### src/rtl/ind_bus_port.sv
module ind_bus_port #(
  parameter int AW = 8,
  parameter int BUSY_CYC = 6,
  parameter logic [7:0] CFG_IDX = 8'hFE,
  parameter logic [7:0] CSH_IDX = 8'hFD
) (
  input  logic          clk,
  input  logic          rst_n,
  input  logic          cs_n,
  input  logic          wr_n,
  input  logic          rd_n,
  input  logic          a0,
  input  logic [7:0]    din,
  output logic [7:0]    dout,
  output logic          busy,
  output logic [7:0]    mode_q,
  output logic [7:0]    cfg_q,
  output logic [7:0]    csh_q,
  output logic          cm_req,
  output logic          cm_we,
  output logic [AW-1:0] cm_addr,
  output logic [8:0]    cm_wdata,
  input  logic [8:0]    cm_rdata
);
  localparam int BCW = $clog2(BUSY_CYC + 1);
  localparam logic [AW-1:0] LAST_A = AW'((1 << AW) - 1);

  logic wr_act, wr_act_d, rd_act, wr_go;
  logic [1:0] seq;
  logic [7:0] ctl_q, adr_q;
  logic [BCW-1:0] bcnt;
  logic clr;
  logic [AW-1:0] clr_a;
  logic [8:0] hold;
  logic rd_pend, rd_cap;
  logic iar_wr, last, is_reg, is_rd;
  logic [7:0] reg_rd;

  assign wr_act = !cs_n && !wr_n;
  assign rd_act = !cs_n && !rd_n;
  assign wr_go  = wr_act && !wr_act_d;
  assign busy   = clr || (bcnt != '0);
  assign iar_wr = wr_go && !a0 && !busy;
  assign last   = iar_wr && (seq == 2'd2);
  assign is_reg = (ctl_q[7:6] == 2'b11);
  assign is_rd  = ctl_q[0];
  assign reg_rd = (adr_q == CFG_IDX) ? cfg_q : (adr_q == CSH_IDX) ? csh_q : 8'h00;

  assign dout = !rd_act ? 8'h00 :
                a0 ? {busy, seq, 4'b0000, hold[8]} : hold[7:0];

  always_ff @(posedge clk or negedge rst_n) begin
    if (!rst_n) begin
      wr_act_d <= 1'b0;
      seq      <= 2'd0;
      ctl_q    <= 8'h00;
      adr_q    <= 8'h00;
      bcnt     <= '0;
      clr      <= 1'b1;
      clr_a    <= '0;
      hold     <= 9'h000;
      rd_pend  <= 1'b0;
      rd_cap   <= 1'b0;
      mode_q   <= 8'hFF;
      cfg_q    <= 8'hFF;
      csh_q    <= 8'h00;
      cm_req   <= 1'b0;
      cm_we    <= 1'b0;
      cm_addr  <= '0;
      cm_wdata <= 9'h000;
    end else begin
      wr_act_d <= wr_act;
      cm_req   <= 1'b0;
      cm_we    <= 1'b0;
      rd_pend  <= 1'b0;
      rd_cap   <= rd_pend;
      if (rd_cap) hold <= cm_rdata;
      if (bcnt != '0) bcnt <= bcnt - 1'b1;
      if (wr_go && a0) mode_q <= din;

      if (clr) begin
        cm_req   <= 1'b1;
        cm_we    <= 1'b1;
        cm_addr  <= clr_a;
        cm_wdata <= 9'h000;
        clr_a    <= clr_a + 1'b1;
        if (clr_a == LAST_A) clr <= 1'b0;
      end

      if (iar_wr) begin
        case (seq)
          2'd0: begin ctl_q <= din; seq <= 2'd1; end
          2'd1: begin adr_q <= din; seq <= 2'd2; end
          default: seq <= 2'd0;
        endcase
      end

      if (last) begin
        bcnt <= BCW'(BUSY_CYC);
        if (is_reg) begin
          if (is_rd) hold <= {1'b0, reg_rd};
          else begin
            if (adr_q == CFG_IDX) cfg_q <= din;
            if (adr_q == CSH_IDX) csh_q <= din;
          end
        end else begin
          cm_req   <= 1'b1;
          cm_we    <= !is_rd;
          cm_addr  <= adr_q[AW-1:0];
          cm_wdata <= {ctl_q[1], din};
          rd_pend  <= is_rd;
        end
      end
    end
  end

  p_ignore_busy_r7: assert property (@(posedge clk) disable iff (!rst_n)
    busy && wr_go && !a0 |=> $stable(seq) && $stable(ctl_q) && $stable(adr_q));

  p_direct_keeps_seq_r6: assert property (@(posedge clk) disable iff (!rst_n)
    wr_go && a0 |=> $stable(seq));

  p_third_byte_r3: assert property (@(posedge clk) disable iff (!rst_n)
    wr_go && !a0 && !busy && seq == 2'd2 |=> seq == 2'd0 && busy);

  p_clear_zero_r8: assert property (@(posedge clk) disable iff (!rst_n)
    clr |=> cm_req && cm_we && cm_wdata == 9'h000);

  p_once_per_strobe_r9: assert property (@(posedge clk) disable iff (!rst_n)
    wr_act && wr_act_d |=> $stable(mode_q) && $stable(seq));

  p_reg_no_mem_r4: assert property (@(posedge clk) disable iff (!rst_n)
    last && is_reg |=> !cm_req);
endmodule

### config.mk
export PLATFORM = sky130hd
export DESIGN_NAME = ind_bus_port
export DESIGN_NICKNAME = d
export VERILOG_FILES = /design/src/rtl/ind_bus_port.sv
export SDC_FILE = /design/constraint.sdc
export NUM_CORES = 1
export LEC_CHECK = 0
export BUFFER_PORTS_ARGS = -buffer_cell sky130_fd_sc_hd__buf_2
export CAP_MARGIN = 10
export CORE_ASPECT_RATIO = 2
export CORE_MARGIN = 2
export CORE_UTILIZATION = 50
export DETAILED_ROUTE_END_ITERATION = 10
export HOLD_SLACK_MARGIN = 0.12
export PLACE_DENSITY = 0.74
export SYNTH_ARGS = -nofsm -noshare
export SYNTH_HDL_FRONTEND = slang
export SYNTH_SLANG_ARGS = --single-unit
### constraint.sdc
create_clock -name clk -period 2.4 [get_ports clk]
set_input_delay 0 -clock clk [delete_from_list [all_inputs] [get_ports clk]]
set_output_delay 0 -clock clk [all_outputs]
set_load 0.005 [all_outputs]
==> impl_metrics.json, run 1 <==
{
  "status": "finished clean",
  "cts_setup_buffers": 0,
  "setup_ws_ns": 0.285,
  "powerDensity_nw_per_um2": 838,
  "fmax_ghz": 0.473,
  "worstPathCellList": "inv_1 > ha_1 > nand2b_1 > nor2_1 > inv_1 > nor3_2 > nand4_2 > mux2_2",
  "io_pins": 75,
  "coreArea_um2": 6940,
  "syn_area_um2": 3600,
  "numPortBuffers": 74,
  "drtIter0Drc": 115,
  "vias": 2575,
  "wirelength_um": 8020,
  "antenna_found_initial": 0,
  "hp-start": "cs_n",
  "synthToLayoutAreaGrowth_pct": 27.4,
  "final.setup_skew_ns": 0.00741,
  "clk_pin_slew_ns": 0.06,
  "syn_avg_cell_area_um2": 12.3,
  "hold_violations": 0,
  "worstRegToRegCells": 8,
  "grt_pass1_vias": 2626,
  "hpwl_um": 5650,
  "max_slew_margin": 0.341,
  "ys_warn_count": 0,
  "synth_seq_area_share": 0.569,
  "synth-main-ff-cell": "dfrtp_1",
  "ant_nets": 0,
  "vdd_ir_drop_max_mv": 0.510,
  "cts_sinks": 81,
  "wl_per_cell_um": 16.5,
  "crit_path_start_kind": "flop",
  "synth-edff-count": 0,
  "clock-root-buffer": "clkbuf_16",
  "hp-class": "primary input to flop",
  "grt_usage": 0.222,
  "die_y_um": 124,
  "drt_pre_antenna_iters": 4,
  "n_fill_cell": 542,
  "overflow": 0,
  "worstReg2RegStart": "bcnt[0]",
  "tightest_slew_ns": 0.988,
  "grt_max_degree": 82,
  "worstHoldPathCells": 4,
  "pre_cts_slack_ns": 0.298,
  "nets": 417,
  "num_rows": 43,
  "fin_crit_ns": 2.12,
  "cpMostUsedCell": "inv_1",
  "diodes": 0,
  "reg2reg_slack_ns": 0.28,
  "crit_path_end_kind": "flop",
  "cp_data_required_time_ns": 2.62,
  "drv_slew": 0,
  "tritoncts": "yes",
  "die_w_um": 64.0,
  "rsz0062_at_grt": "false",
  "die-area_um2": 7930,
  "start_util": 0.518,
  "drive_above_1_share": 0.404,
  "p_leak_nw": 2.17,
  "numCtsBuffers": 9,
  "avgViaCountPerCell": 5.30,
  "synth.distinct_cells": 36,
  "cp_max_fo": 8,
  "worstSkewPairLatency_ns": 0.34,
  "crit_family": "simple AND/OR/NAND/NOR gates",
  "htree_levels": 3,
  "grt_pass1_wl_um": 13100,
  "criticalPathCategory": "flop to flop",
  "startpoint": "bcnt[0]",
  "setup_violations": 0,
  "netlist_instances": 293,
  "max_stage_delay_ns": 0.39,
  "fin_crit_sh": 0.881,
  "min_to": "bcnt[0]",
  "finalSetupTns_ns": 0,
  "synth-seq-cells": 81,
  "critPathBufInv": 2,
  "maxCapViolations": 0,
  "ys_async_sr_fraction": 1.00,
  "drc_errors": 0,
  "gp_congestion": 0.777,
  "critPathArrivalTime_ns": 2.34,
  "crit_slowest_cell": "dfrtp_1",
  "syn_nets": 319,
  "r2r_end": "csh_q[4]",
  "clk_path_buf_depth": 2
}
## Yosys cell counts, drive strengths merged (6+ instances only)
cell | instances | share of area
nor2 | 10 | 0.010
nand4 | 6 | 0.014
buf | 10 | 0.018
dfrtp | 64 | 0.45
nand2 | 28 | 0.029
mux2 | 37 | 0.12
mux2i | 21 | 0.058
a21oi | 16 | 0.024
nand2b | 12 | 0.021
a22o | 8 | 0.019
nor3 | 6 | 0.0097
o21ai | 20 | 0.028
dfstp | 17 | 0.12
## stage by stage
step           cell area [um^2]  utilization  hold WS, ns  cells  total power (W)
5_1_grt                    4580        0.661        0.286    486          0.00403
3_3_place_gp               4050        0.584        0.197    450          0.00229
3_5_place_dp               4050        0.584        0.201    450          0.00234
6_report                   4580        0.661        0.268    486          0.00384
2_1_floorplan              3600            -       -0.296    293          0.00206
4_1_cts                    4580        0.661        0.258    486          0.00387
## where the power goes
part           switching [W]  total [W]  internal (W)
logic               0.000307   0.000605      0.000297
registers           0.000147    0.00173       0.00159
clock network       0.000531    0.00150      0.000970
## area by class of cell
type	count	area (um^2)	area share
inverter	5	18.8	0.00409
tap	90	113	0.0246
clock buffer	11	254	0.0554
multi-input combinational	194	1460	0.317
timing repair buffer	100	618	0.135
clock inverter	5	77.6	0.0169
sequential	81	2050	0.447
## routing by layer
metal / vias to the layer above / wire length, um / GRT usage
met1: 1267 / 2980 / 0.256
met2: 65 / 4430 / 0.370
li1: 1221 / - / -
met3: 22 / 342 / 0.0551
met5: - / 0 / 0
met4: 0 / 267 / 0.129
## registers in the layout, summed over array words and instances (netlist names), 2 cells and up
signal and cells:
adr_q 8, bcnt 3, cfg_q 8, seq 2, cm_wdata 9, clr_a 8, hold 9, csh_q 8
ctl_q 4, cm_addr 8, mode_q 8
## layout by cell type (no fill, tap or decap), types with 2 or more instances in the layout
master         synthesis  layout
inv_1                  5       5
a22o_1                 8       8
nor2b_1                2       2
nand2_1               28      28
o21ai_1                3       3
o21ai_0               17      17
a21oi_2                2       2
xnor2_1                5       5
or4_4                  2       2
mux2i_1               21      21
nor2_1                10      10
ha_1                   3       3
nand4_2                2       2
nand2b_1              12      12
or2_2                  2       2
dlygate4sd3_1          0      20
xor2_1                 3       3
and2_1                 5       5
mux2_2                37      37
dfrtp_1               64      64
nand4_1                4       4
bufinv_16              0       2
a21oi_1               14      14
nor3_1                 5       5
buf_4                  0       7
clkinv_2               0       2
buf_2                  3      73
clkbuf_16              0      10
dfstp_2               17      17
## worst max-delay path by stage
stage	end	cells after the start	slack, ns
2_1_floorplan	hold[7]	10	0.41
3_3_place_gp	csh_q[1]	8	0.37
3_5_place_dp	csh_q[4]	8	0.30
4_1_cts	csh_q[4]	8	0.28
5_1_grt	adr_q[4]	8	0.05
6_report	csh_q[4]	8	0.28
## cell families (layout without fill, tap and decap cells)
group | after synthesis | count (layout) | synth area share
flip-flops | 81 | 81 | 0.569
AND/OR/NAND/NOR | 78 | 78 | 0.122
multiplexers | 58 | 58 | 0.174
AO/OA/AOI/OAI | 47 | 47 | 0.0783
buffers and inverters | 18 | 121 | 0.0261
XOR/XNOR | 8 | 8 | 0.0195
adder cells (fa/ha/maj) | 3 | 3 | 0.0104
## repair_timing
item / 4_1_cts / 5_1_grt
gates resized for setup: 0 / 0
endpoints found under the hold margin: 118 / 0
hold buffers: 20 / 0
## worst reg2reg max path, stage by stage (launching register included)
cell      delay (ns)
dfrtp_1         0.39
inv_1           0.09
ha_1            0.16
nand2b_1        0.12
nor2_1          0.16
inv_1           0.15
nor3_2          0.30
nand4_2         0.29
mux2_2          0.36
Note: power is estimated with default switching activity, not from simulation.
==> run 2, diff against run 1 <==
--- a/config.mk
+++ b/config.mk
@@ -10,9 +10,11 @@
 export CORE_ASPECT_RATIO = 2
 export CORE_MARGIN = 2
 export CORE_UTILIZATION = 50
+export CTS_BUF_LIST = sky130_fd_sc_hd__clkbuf_2 sky130_fd_sc_hd__clkbuf_4 sky130_fd_sc_hd__clkbuf_8
 export DETAILED_ROUTE_END_ITERATION = 10
 export HOLD_SLACK_MARGIN = 0.12
 export PLACE_DENSITY = 0.74
+export SKIP_CTS_REPAIR_TIMING = 1
 export SYNTH_ARGS = -nofsm -noshare
 export SYNTH_HDL_FRONTEND = slang
 export SYNTH_SLANG_ARGS = --single-unit
==> impl_metrics.json, run 2 (same netlist as run 1, synthesis figures left out) <==
{
  "status": "finished clean",
  "max_slew_margin": 0.339,
  "finalSetupTns_ns": 0,
  "final_core_util": 0.648,
  "cts_sinks": 81,
  "critPathBufInv": 2,
  "vdd_ir_drop_max_mv": 0.425,
  "pre_cts_slack_ns": 0.298,
  "setup.worst_path.end": "csh_q[4]",
  "mostFrequentLayoutCell": "buf_2",
  "fin_crit_ns": 2.12,
  "wirelength_um": 7980,
  "reg.largest.list": "cm_wdata (9), hold (9)",
  "criticalPathCategory": "flop to flop",
  "crit_path_end_kind": "flop",
  "reg2reg_slack_ns": 0.28,
  "total_power_w": 0.00352,
  "grt_pass1_wl_um": 12700,
  "hpwl_um": 5650,
  "crit_slowest_cell": "dfrtp_1",
  "io_pins": 75,
  "hold_slack_ns": 0.253,
  "p_leak_nw": 2.13,
  "cpMostUsedCell": "inv_1",
  "powerDensity_nw_per_um2": 782,
  "final.setup_skew_ns": 0.0106,
  "grt_usage": 0.215,
  "worstReg2RegStart": "bcnt[0]",
  "crit_cells": 8,
  "htree_levels": 3,
  "setup_violations": 0,
  "worstRegToRegCells": 8,
  "start_util": 0.518,
  "crit_path_start_kind": "flop",
  "cp_data_required_time_ns": 2.65,
  "max_stage_delay_ns": 0.39,
  "die-area_um2": 7930,
  "drv_slew": 0,
  "nets": 417,
  "vias": 2576,
  "diodes": 0,
  "drt_pre_antenna_iters": 4,
  "critPathArrivalTime_ns": 2.37,
  "coreArea_um2": 6940,
  "drc_errors": 0,
  "tightest_slew_ns": 0.991,
  "startpoint": "bcnt[0]",
  "grt_max_degree": 82,
  "worstSkewPairLatency_ns": 0.36,
  "numCtsBuffers": 9,
  "maxCapViolations": 0,
  "overflow": 0,
  "die_y_um": 124,
  "setup_ws_ns": 0.276,
  "fin_crit_sh": 0.885,
  "cp_max_fo": 8,
  "drtIter0Drc": 98,
  "fmax_ghz": 0.471,
  "clk_path_buf_depth": 2,
  "die_w_um": 64.0,
  "tritoncts": "yes",
  "wl_per_cell_um": 16.4,
  "final_cell_mix": "73 x buf_2, 64 x dfrtp_1, 37 x mux2_2",
  "grt_pass1_vias": 2510,
  "r2r_end": "csh_q[4]",
  "numPortBuffers": 74,
  "hold_violations": 0,
  "crit_family": "simple AND/OR/NAND/NOR gates",
  "rsz0062_at_grt": "false",
  "avgViaCountPerCell": 5.30,
  "hp-class": "primary input to flop",
  "num_rows": 43,
  "clk_pin_slew_ns": 0.08,
  "gp_congestion": 0.777,
  "antenna_found_initial": 0,
  "clock-root-buffer": "clkbuf_8",
  "worstPathCellList": "inv_1 > ha_1 > nand2b_1 > nor2_1 > inv_1 > nor3_2 > nand4_2 > mux2_2",
  "ant_nets": 0,
  "drive_above_1_share": 0.409,
  "synthToLayoutAreaGrowth_pct": 24.9
}
[run 2: worst min-delay path by stage]
stage / start / to / cells after the start
CTS: wr_n / wr_act_d / 2
global placement: wr_n / wr_act_d / 2
finish: cs_n / bcnt[0] / 4
global route: cs_n / bcnt[0] / 4
detailed placement: wr_n / wr_act_d / 2
floorplan: rst_n / adr_q[0] / 0
[run 2: routing by layer]
layer,global-route usage,part of all wire,vias to the layer above
met3,0.0479,0.035,18
met2,0.364,0.55,63
met1,0.254,0.38,1272
met4,0.113,0.031,0
li1,-,-,1223
met5,0,0,-
[run 2: area by class of cell]
type / instances / area [um^2]
flip-flops and latches: 81 / 2050
clock buffers: 10 / 131
multi-input cells: 194 / 1460
inverters: 5 / 18.8
clock inverters: 6 / 108
repair buffers: 100 / 618
fillers: 556 / 2450
well taps: 90 / 113
[run 2: power by group]
part | internal [W] | leakage [nW] | total [W] | switching [W]
logic | 0.000298 | 1.04 | 0.000605 | 0.000308
registers | 0.00158 | 0.965 | 0.00173 | 0.000147
clock network | 0.000699 | 0.120 | 0.00118 | 0.000479
total | 0.00258 | 2.13 | 0.00352 | 0.000934
[run 2: worst register-to-register path: cells and delay by family (launching register included)]
kind	cells	cell delay [ns]
flip-flops	1	0.39
buffers and inverters	2	0.24
AND/OR/NAND/NOR	4	0.87
adder cells (fa/ha/maj)	1	0.16
multiplexers	1	0.36
[run 2: stage by stage]
stage | area [um^2] | instances
2_1_floorplan | 3600 | 293
3_3_place_gp | 4050 | 450
3_5_place_dp | 4050 | 450
4_1_cts | 4290 | 466
5_1_grt | 4490 | 486
6_report | 4490 | 486
